[src/rtl/st_ld_overlap.sv]
module st_ld_overlap #(
  parameter int ENTRIES = 4,
  parameter int BASE_W  = 16,
  parameter int OFS_W   = 32,
  parameter int SIZE_W  = 8
) (
  input  logic              clk,
  input  logic              rst_n,
  input  logic              grp_end,
  input  logic              st_rec,
  input  logic              st_has_ref,
  input  logic [BASE_W-1:0] st_base,
  input  logic [OFS_W-1:0]  st_ofs,
  input  logic [SIZE_W-1:0] st_size,
  input  logic              ld_query,
  input  logic              ld_has_ref,
  input  logic [BASE_W-1:0] ld_base,
  input  logic [OFS_W-1:0]  ld_ofs,
  input  logic [SIZE_W-1:0] ld_size,
  output logic              ld_hit
);
  localparam int CNT_W = $clog2(ENTRIES + 1);
  localparam int EXT_W = OFS_W + 1;

  logic [CNT_W-1:0]  fill;
  logic [BASE_W-1:0] e_base [ENTRIES];
  logic [OFS_W-1:0]  e_ofs  [ENTRIES];
  logic [SIZE_W-1:0] e_size [ENTRIES];
  logic [ENTRIES-1:0] hit_vec;

  wire st_take = st_rec && st_has_ref && !grp_end && (fill < CNT_W'(ENTRIES));

  always_ff @(posedge clk) begin
    if (!rst_n || grp_end)
      fill <= '0;
    else if (st_take)
      fill <= fill + CNT_W'(1);
  end

  always_ff @(posedge clk) begin
    for (int i = 0; i < ENTRIES; i++) begin
      if (!rst_n) begin
        e_base[i] <= '0;
        e_ofs[i]  <= '0;
        e_size[i] <= '0;
      end else if (st_take && fill == CNT_W'(i)) begin
        e_base[i] <= st_base;
        e_ofs[i]  <= st_ofs;
        e_size[i] <= st_size;
      end
    end
  end

  wire signed [EXT_W-1:0] lo    = {ld_ofs[OFS_W-1], ld_ofs};
  wire signed [EXT_W-1:0] l_end = lo + $signed({{(EXT_W-SIZE_W){1'b0}}, ld_size});

  for (genvar g = 0; g < ENTRIES; g++) begin : g_cmp
    wire signed [EXT_W-1:0] so    = {e_ofs[g][OFS_W-1], e_ofs[g]};
    wire signed [EXT_W-1:0] s_end = so + $signed({{(EXT_W-SIZE_W){1'b0}}, e_size[g]});
    wire live    = fill > CNT_W'(g);
    wire same_b  = e_base[g] == ld_base;
    wire overlap = (so == lo) || ((so < lo) ? (s_end > lo) : (l_end > so));
    assign hit_vec[g] = live && same_b && overlap;
  end

  assign ld_hit = ld_query && ld_has_ref && (|hit_vec);
endmodule

[config.mk]
export PLATFORM = sky130hd
export DESIGN_NAME = st_ld_overlap
export DESIGN_NICKNAME = d
export VERILOG_FILES = /design/src/rtl/st_ld_overlap.sv
export SDC_FILE = /design/constraint.sdc
export NUM_CORES = 1
export LEC_CHECK = 0
export ABC_AREA = 1
export BUFFER_PORTS_ARGS = -buffer_cell sky130_fd_sc_hd__buf_2
export CAP_MARGIN = 20
export CORE_UTILIZATION = 34
export DETAILED_ROUTE_END_ITERATION = 8
export HOLD_SLACK_MARGIN = 0.02
export PLACE_DENSITY = 0.45
export SLEW_MARGIN = 20
export SYNTH_ARGS = -nofsm -noshare
export SYNTH_HDL_FRONTEND = slang
export SYNTH_SLANG_ARGS = --single-unit
[constraint.sdc]
create_clock -name clk -period 16.7 [get_ports clk]
set_input_delay 2.505 -clock clk [delete_from_list [all_inputs] [get_ports clk]]
set_output_delay 2.505 -clock clk [all_outputs]
set_load 0.02 [all_outputs]
==> out/qor.txt, run 1 <==
result of the run -> completed
Die Outline Area -> 0.0692 mm²
Inserted Diodes -> 0
share of cells above drive strength 1 -> 0.0777
sequential fraction of design power -> 0.385
post-route antenna net violation count -> 0
fraction of the mapped netlist area in adder cells -> 0.240
total number of placement rows -> 95
Final Routed Wirelength -> 88200 µm
most area-hungry cell type in the Yosys netlist -> edfxtp_1
clock power share -> 0.368
initial core utilization -> 0.344
CTS tree -> done
most common cell after layout, fill and taps aside -> nand2_1
P_int -> 1.18 mW
Net Switching -> 0.579 mW
DRC viols -> 0
commonest cells after routing, fill and taps aside -> 672 x nand2_1, 436 x ha_1, 424 x inv_1, 402 x nor2_1, 224 x edfxtp_1
largest fanout on the critical path -> 9
Chip Height -> 263 µm
number of global-route vias before repair -> 19700
net count after synthesis -> 3543
maximum clock frequency -> 0.103 GHz
max-slew headroom at the worst pin -> 0.196
unrepaired setup endpoints after global routing -> false
delay of the slowest cell on the worst path -> 0.44 ns
share of the yosys chip area belonging to registers -> 0.293
combinational family with the most area after synthesis -> simple AND/OR/NAND/NOR gates
all-layer global routing usage -> 0.252
total number of vias -> 20100
worst path arrival time -> 7.22 ns
most frequent CP cell -> nand2_1
type of the worst setup path -> input pin to primary output
Hold Crit Class -> register to register
post-synth design cell area -> 0.0232 mm²
area fraction of the dominant cell type after synthesis -> 0.290
number of distinct library cells after synthesis -> 45
number of post-CTS setup repair buffers -> 0
endpoint kind of the worst setup timing path -> primary output
kind of cell with the highest combined delay on the critical path -> simple AND/OR/NAND/NOR gates
Horiz. Die Dim -> 263 µm
largest buffer count on any clock path -> 3
largest net degree at the start of global routing -> 57
average detailed-routed wire length per instance -> 22.0 µm
final design utilization -> 0.384
post-layout min period -> 9.72 ns
count of H-tree levels built during CTS -> 1
master of the slowest instance on the critical path -> fa_1
overflow left after global routing -> 0
count of flip-flops with a built-in enable after synthesis -> 224
Gate Count Post-Synth -> 2983
number of register bits inferred by synthesis -> 227
post-DR vias/cell -> 5.01
DPL Wire Length -> 72600 µm
number of I/O port buffers -> 119
total CTS buffers -> 29
worst ir drop on vdd -> 79.1 µV
fraction of registers with async set or reset after synthesis -> 0
number of ports placed on the die boundary -> 120
total setup violations reported at the end of the flow -> 0
root buffer selected by CTS -> clkbuf_16
count of clock tree sinks -> 227
synthesized area per cell -> 7.77 µm²
WP buf/inv -> 3
post-layout net count -> 3677
Sw Ratio -> 0.330
sum of negative setup slack -> 0 ns
slew at the pin with the worst max-slew slack -> 1.20 ns
most common flop cell mapped by yosys -> edfxtp_1
final count of hold timing violations -> 0
initial antenna violation count -> 0
clock transition at the register clock pins on the worst setup and hold paths after CTS -> 0.06 ns
static power due to leakage -> 12.9 nW
number of max-slew violations in the final report -> 0
proportion of synthesized area in mux cells -> 0
Yosys warning count -> 0
number of max-capacitance violations reported -> 0
iteration-0 DRC count of the detailed router -> 1226
filler instances -> 7081
portion of the clock cycle consumed by the worst path in the final layout -> 0.582
first-pass GRT wire length -> 129000 µm
clk_skew -> 0.0291 ns
post-synthesis xor/xnor area fraction -> 0.0744
fraction of the mapped netlist area in compound gates -> 0.0742
area of the core region -> 0.0673 mm²
post-synthesis to final-layout area growth -> 11.5%
simple-gate portion of the synthesized area -> 0.244
drt pass-1 iters -> 8
top area cells in the synthesized netlist -> edfxtp_1 29%, ha_1 24%, nand2_1 11%
Data required, critical path -> 14.20 ns
Power Dens Cells -> 67.9 mW/mm²
count of instances resized after the clock tree is built -> 0
GP Congestion -> 0.965
combinational share of power -> 0.247
later-pin clock latency in the skew report -> 0.61 ns
startpoint kind of the worst setup timing path -> input pin
number of buffers inserted for hold repair after clock tree synthesis -> 0
==> registers in the layout (all words and copies together), names as in the netlist <==
| name | flops |
|---|---|
| e_base | 64 |
| e_size | 32 |
| e_ofs | 128 |
| fill | 3 |
==> stage by stage <==
stage                     hold WS [ns]  power, mW  setup WS [ns]  instance area (µm²)  instances
after detailed placement         0.517       1.12           6.98                24900       3959
after global routing             0.570       1.85           6.43                25800       4012
after CTS                        0.527       1.77           6.95                25800       4012
final                            0.525       1.76           6.98                25800       4012
after global placement           0.508       1.11           6.98                24900       3959
after floorplan                  0.478      0.961           8.26                23200       2983
==> synthesized netlist by cell type, types with 34 or more instances <==
master	count
a21oi_1	209
edfxtp_1	224
ha_1	436
inv_1	424
nand2_1	674
nand3_1	81
nand4_1	56
nor2_1	402
nor3_1	56
o21ai_0	46
xnor2_1	34
xor2_1	163
==> cell families after synthesis <==
group | after synthesis
simple gates | 1345
buf+inv | 459
fa+ha+maj | 441
compound gates | 314
flops | 227
xor+xnor | 197
==> metal layers <==
metal / wire length, µm / up-vias / global-route usage
li1: - / 10100 / -
met5: 0 / - / 0
met2: 41800 / 384 / 0.436
met1: 40900 / 9493 / 0.340
met4: 2330 / 0 / 0.0612
met3: 3220 / 91 / 0.0197
==> power groups by stage <==
stage | sequential, mW | combinational, mW | clock [mW]
after floorplan | 0.676 | 0.284 | 0
after global placement | 0.688 | 0.426 | 0
after detailed placement | 0.688 | 0.433 | 0
after CTS | 0.676 | 0.435 | 0.660
after global routing | 0.679 | 0.494 | 0.678
final | 0.676 | 0.433 | 0.646
==> final timing paths <==
path	start	to	slack, ns	cells after the start
worst max register to register	fill[2]	e_ofs[1][17]	13.94	6
worst max-delay path	ld_ofs[0]	ld_hit	6.98	32
worst min register to register	fill[2]	fill[2]	0.52	2
worst min-delay path	fill[2]	fill[2]	0.52	2
==> layout make-up <==
class | count | area (µm²) | area share
Sequential cell | 227 | 6790 | 0.263
Clock inverter | 19 | 205 | 0.00794
Clock buffer | 34 | 744 | 0.0288
Timing Repair Buffer | 129 | 671 | 0.0260
Tap cell | 873 | 1090 | 0.0423
Inverter | 433 | 1630 | 0.0629
Multi-Input combinational cell | 2297 | 14700 | 0.570
==> worst min-delay path, stage by stage (launching register included) <==
cell	delay, ns
dfxtp_1	0.33
nor2_1	0.11
nor2_1	0.05
(Power assumes the default switching activity.)
==> run 2: changes to the inputs <==
ABC_AREA = 0   (was 1)
PLACE_DENSITY = 0.47   (was 0.45)
clock period = 7.85 ns   (was 16.7 ns; I/O delays follow)
==> run 2 against run 1 <==
Total power is 110% higher. Critical path depth is 6 lower. Die area is 5.6% lower. Largest power group is now clock. Setup slack worse by 6.6 ns. Hold slack better by 0.091 ns. Final cell count is 16% lower. Synthesized area is 5.7% lower. Critical endpoint unchanged. Sequential share of layout area is 1.0 points higher. Count of clock-buffer cells in the layout is 2 lower. Clock skew is 0.00057 ns lower.
==> out/qor.txt, run 2 <==
total number of vias -> 18100
Power Dens Cells -> 150 mW/mm²
DRC viols -> 0
share of cells above drive strength 1 -> 0.0953
total setup violations reported at the end of the flow -> 0
overflow left after global routing -> 0
capturing point of the worst reg2reg path -> e_ofs[1][36]
fraction of the mapped netlist area in compound gates -> 0.114
worst reg2reg startpoint -> fill[2]
number of I/O port buffers -> 119
Hold Crit Class -> register to register
area fraction of the dominant cell type after synthesis -> 0.308
post-synth design cell area -> 0.0219 mm²
Data required, critical path -> 6.67 ns
portion of the clock cycle consumed by the worst path in the final layout -> 0.950
drt pass-1 iters -> 5
most area-hungry cell type in the Yosys netlist -> edfxtp_1
initial core utilization -> 0.345
share of the yosys chip area belonging to registers -> 0.310
overall power after layout -> 3.73 mW
post-place setup slack -> 0.178 ns
number of placed instances with taps included -> 3298
net count after synthesis -> 2877
post-layout net count -> 3045
static power due to leakage -> 10.9 nW
count of clock tree sinks -> 227
combinational family with the most area after synthesis -> adder cells
top cells by instance count after synthesis -> 436 x ha_1, 231 x and2_1, 225 x inv_1
number of max-capacitance violations reported -> 0
top area cells in the synthesized netlist -> edfxtp_1 31%, ha_1 25%, and2_1 6.6%
largest reg by FF count -> e_ofs
logic depth of the worst register-to-register path -> 4
number of register bits inferred by synthesis -> 227
number of flip-flops in the largest register -> 128
sum of negative setup slack -> 0 ns
number of ports placed on the die boundary -> 120
post-synthesis xor/xnor area fraction -> 0.0821
number of max-slew violations in the final report -> 0
post-layout min period -> 7.46 ns
largest fanout on the critical path -> 9
reg-to-reg setup timing slack -> 4.81 ns
later-pin clock latency in the skew report -> 0.63 ns
Die Outline Area -> 0.0653 mm²
first-pass GRT wire length -> 121000 µm
Hold Crit Endpoint -> fill[2]
fraction of the mapped netlist area in adder cells -> 0.254
most common flop cell mapped by yosys -> edfxtp_1
type of the worst setup path -> register to primary output
CTS tree -> done
maximum clock frequency -> 0.134 GHz
average detailed-routed wire length per instance -> 24.9 µm
count of H-tree levels built during CTS -> 1
number of global-route vias before repair -> 17700
all-layer global routing usage -> 0.252
simple-gate portion of the synthesized area -> 0.193
worst hold stages -> 2
DPL Wire Length -> 66700 µm
registers with the most flip-flops -> e_ofs (128), e_base (64), e_size (32)
post-DR vias/cell -> 5.40
Horiz. Die Dim -> 256 µm
most used standard cell by instance count after synthesis -> ha_1
post-synthesis to final-layout area growth -> 13.8%
Gate Count Post-Synth -> 2317
total number of placement rows -> 92
startpoint kind of the worst setup timing path -> register
final count of hold timing violations -> 0
most common cell after layout, fill and taps aside -> ha_1
commonest cells after routing, fill and taps aside -> 436 x ha_1, 231 x and2_1, 225 x inv_1, 224 x edfxtp_1, 163 x xnor2_1
slew at the pin with the worst max-slew slack -> 1.05 ns
proportion of synthesized area in mux cells -> 0.00275
synthesized area per cell -> 9.44 µm²
Post-Route Hold Slack -> 0.616 ns
clock transition at the register clock pins on the worst setup and hold paths after CTS -> 0.06 ns
Final Routed Wirelength -> 83600 µm
worst path arrival time -> 6.28 ns
final instance count without filler cells -> 3355
hold wc startpoint -> fill[2]
Yosys warning count -> 0
GP Congestion -> 0.949
result of the run -> completed
area of the core region -> 0.0633 mm²
post-route antenna net violation count -> 0
largest net degree at the start of global routing -> 57
largest buffer count on any clock path -> 3
worst ir drop on vdd -> 177 µV
count of flip-flops with a built-in enable after synthesis -> 224
max-slew headroom at the worst pin -> 0.294
endpoint kind of the worst setup timing path -> primary output
total CTS buffers -> 29
root buffer selected by CTS -> clkbuf_16
Chip Height -> 256 µm
clk_skew -> 0.0286 ns
Final Worst Setup Slack -> 0.393 ns
number of distinct library cells after synthesis -> 63
initial antenna violation count -> 5
fraction of registers with async set or reset after synthesis -> 0
iteration-0 DRC count of the detailed router -> 1316
==> run 2: cell types whose count changed in the layout (fill, tap and decap cells not counted), sizes merged, moves of 33 or more <==
cell,change
nand2,-558
buf,+36
xnor2,+131
and2,+231
xor2,-123
a21o,+42
a21oi,-51
nor2,-325
inv,-201
nand4,+33
==> run 2: worst max-delay path by stage <==
stage                             from  endpoint  slack, ns  cells after the start
after floorplan              ld_ofs[1]    ld_hit       1.18                     21
after global placement       ld_ofs[0]    ld_hit       0.25                     25
after detailed placement     ld_ofs[0]    ld_hit       0.18                     25
after CTS                 e_ofs[1][32]    ld_hit     0.0004                     26
after global routing         ld_ofs[0]    ld_hit      -0.04                     25
final                     e_ofs[1][32]    ld_hit       0.39                     26
==> run 2: critical path, stage by stage (launching register included) <==
cell and delay [ns]:
edfxtp_1 0.40, ha_1 0.20, inv_1 0.06, fa_1 0.39, nor2b_1 0.11, o21ai_0 0.11
a21boi_1 0.22, o21ai_1 0.16, a21oi_1 0.24, o21ai_0 0.18, a211oi_2 0.28, buf_6 0.23
nand4_1 0.15, xnor2_1 0.18, ha_1 0.32, nand3_1 0.12, or3_4 0.41, nor4b_4 0.33
buf_4 0.23, nand4_1 0.22, nand2_1 0.13, o221ai_1 0.13, and2_1 0.18, o21ai_0 0.19
a41oi_1 0.14, buf_4 0.17, buf_2 0.15
==> run 2: what timing repair did <==
action                     in CTS  in global routing
setup endpoints to repair       1                  1
gates resized for setup         1                 12
buffers inserted                0                  2
hold buffers                    0                  0
==> run 2: per-stage QoR <==
stage	area (µm²)	utilization
3_3_place_gp	23800	0.376
3_5_place_dp	23800	0.376
6_report	24900	0.393
5_1_grt	24900	0.393
4_1_cts	24800	0.392
2_1_floorplan	21900	-
==> run 2: per-layer routing <==
layer	vias to the layer above	GRT usage	routed length [µm]
met5	-	0	34
met4	6	0.0582	1970
met3	93	0.0272	3790
met2	455	0.406	37500
met1	8815	0.361	40300
li1	8738	-	-
==> run 2: final cells by class <==
class                           count  area [µm²]
Timing Repair Buffer              165         945
Antenna cell                        1        2.50
Fill cell                        6395       38400
Clock inverter                     22         273
Sequential cell                   227        6790
Multi-Input combinational cell   1837       14200
Clock buffer                       32         737
Inverter                          225         845
Tap cell                          846        1060
==> run 2: report_power, final <==
part	switching (mW)	leakage, nW	internal [mW]
Clock	0.611	0.487	0.850
Combinational	0.519	8.06	0.316
Sequential	0.0525	2.34	1.38
Total	1.18	10.9	2.55
==> run 2: cell families (layout without fill, tap and decap cells) <==
family	after synthesis	count (layout)
AND/OR/NAND/NOR	781	781
adder cells (fa/ha/maj)	441	441
AO/OA/AOI/OAI	404	404
buffers and inverters	253	444
flip-flops	227	227
XOR/XNOR	205	205
multiplexers	6	6
other	0	1
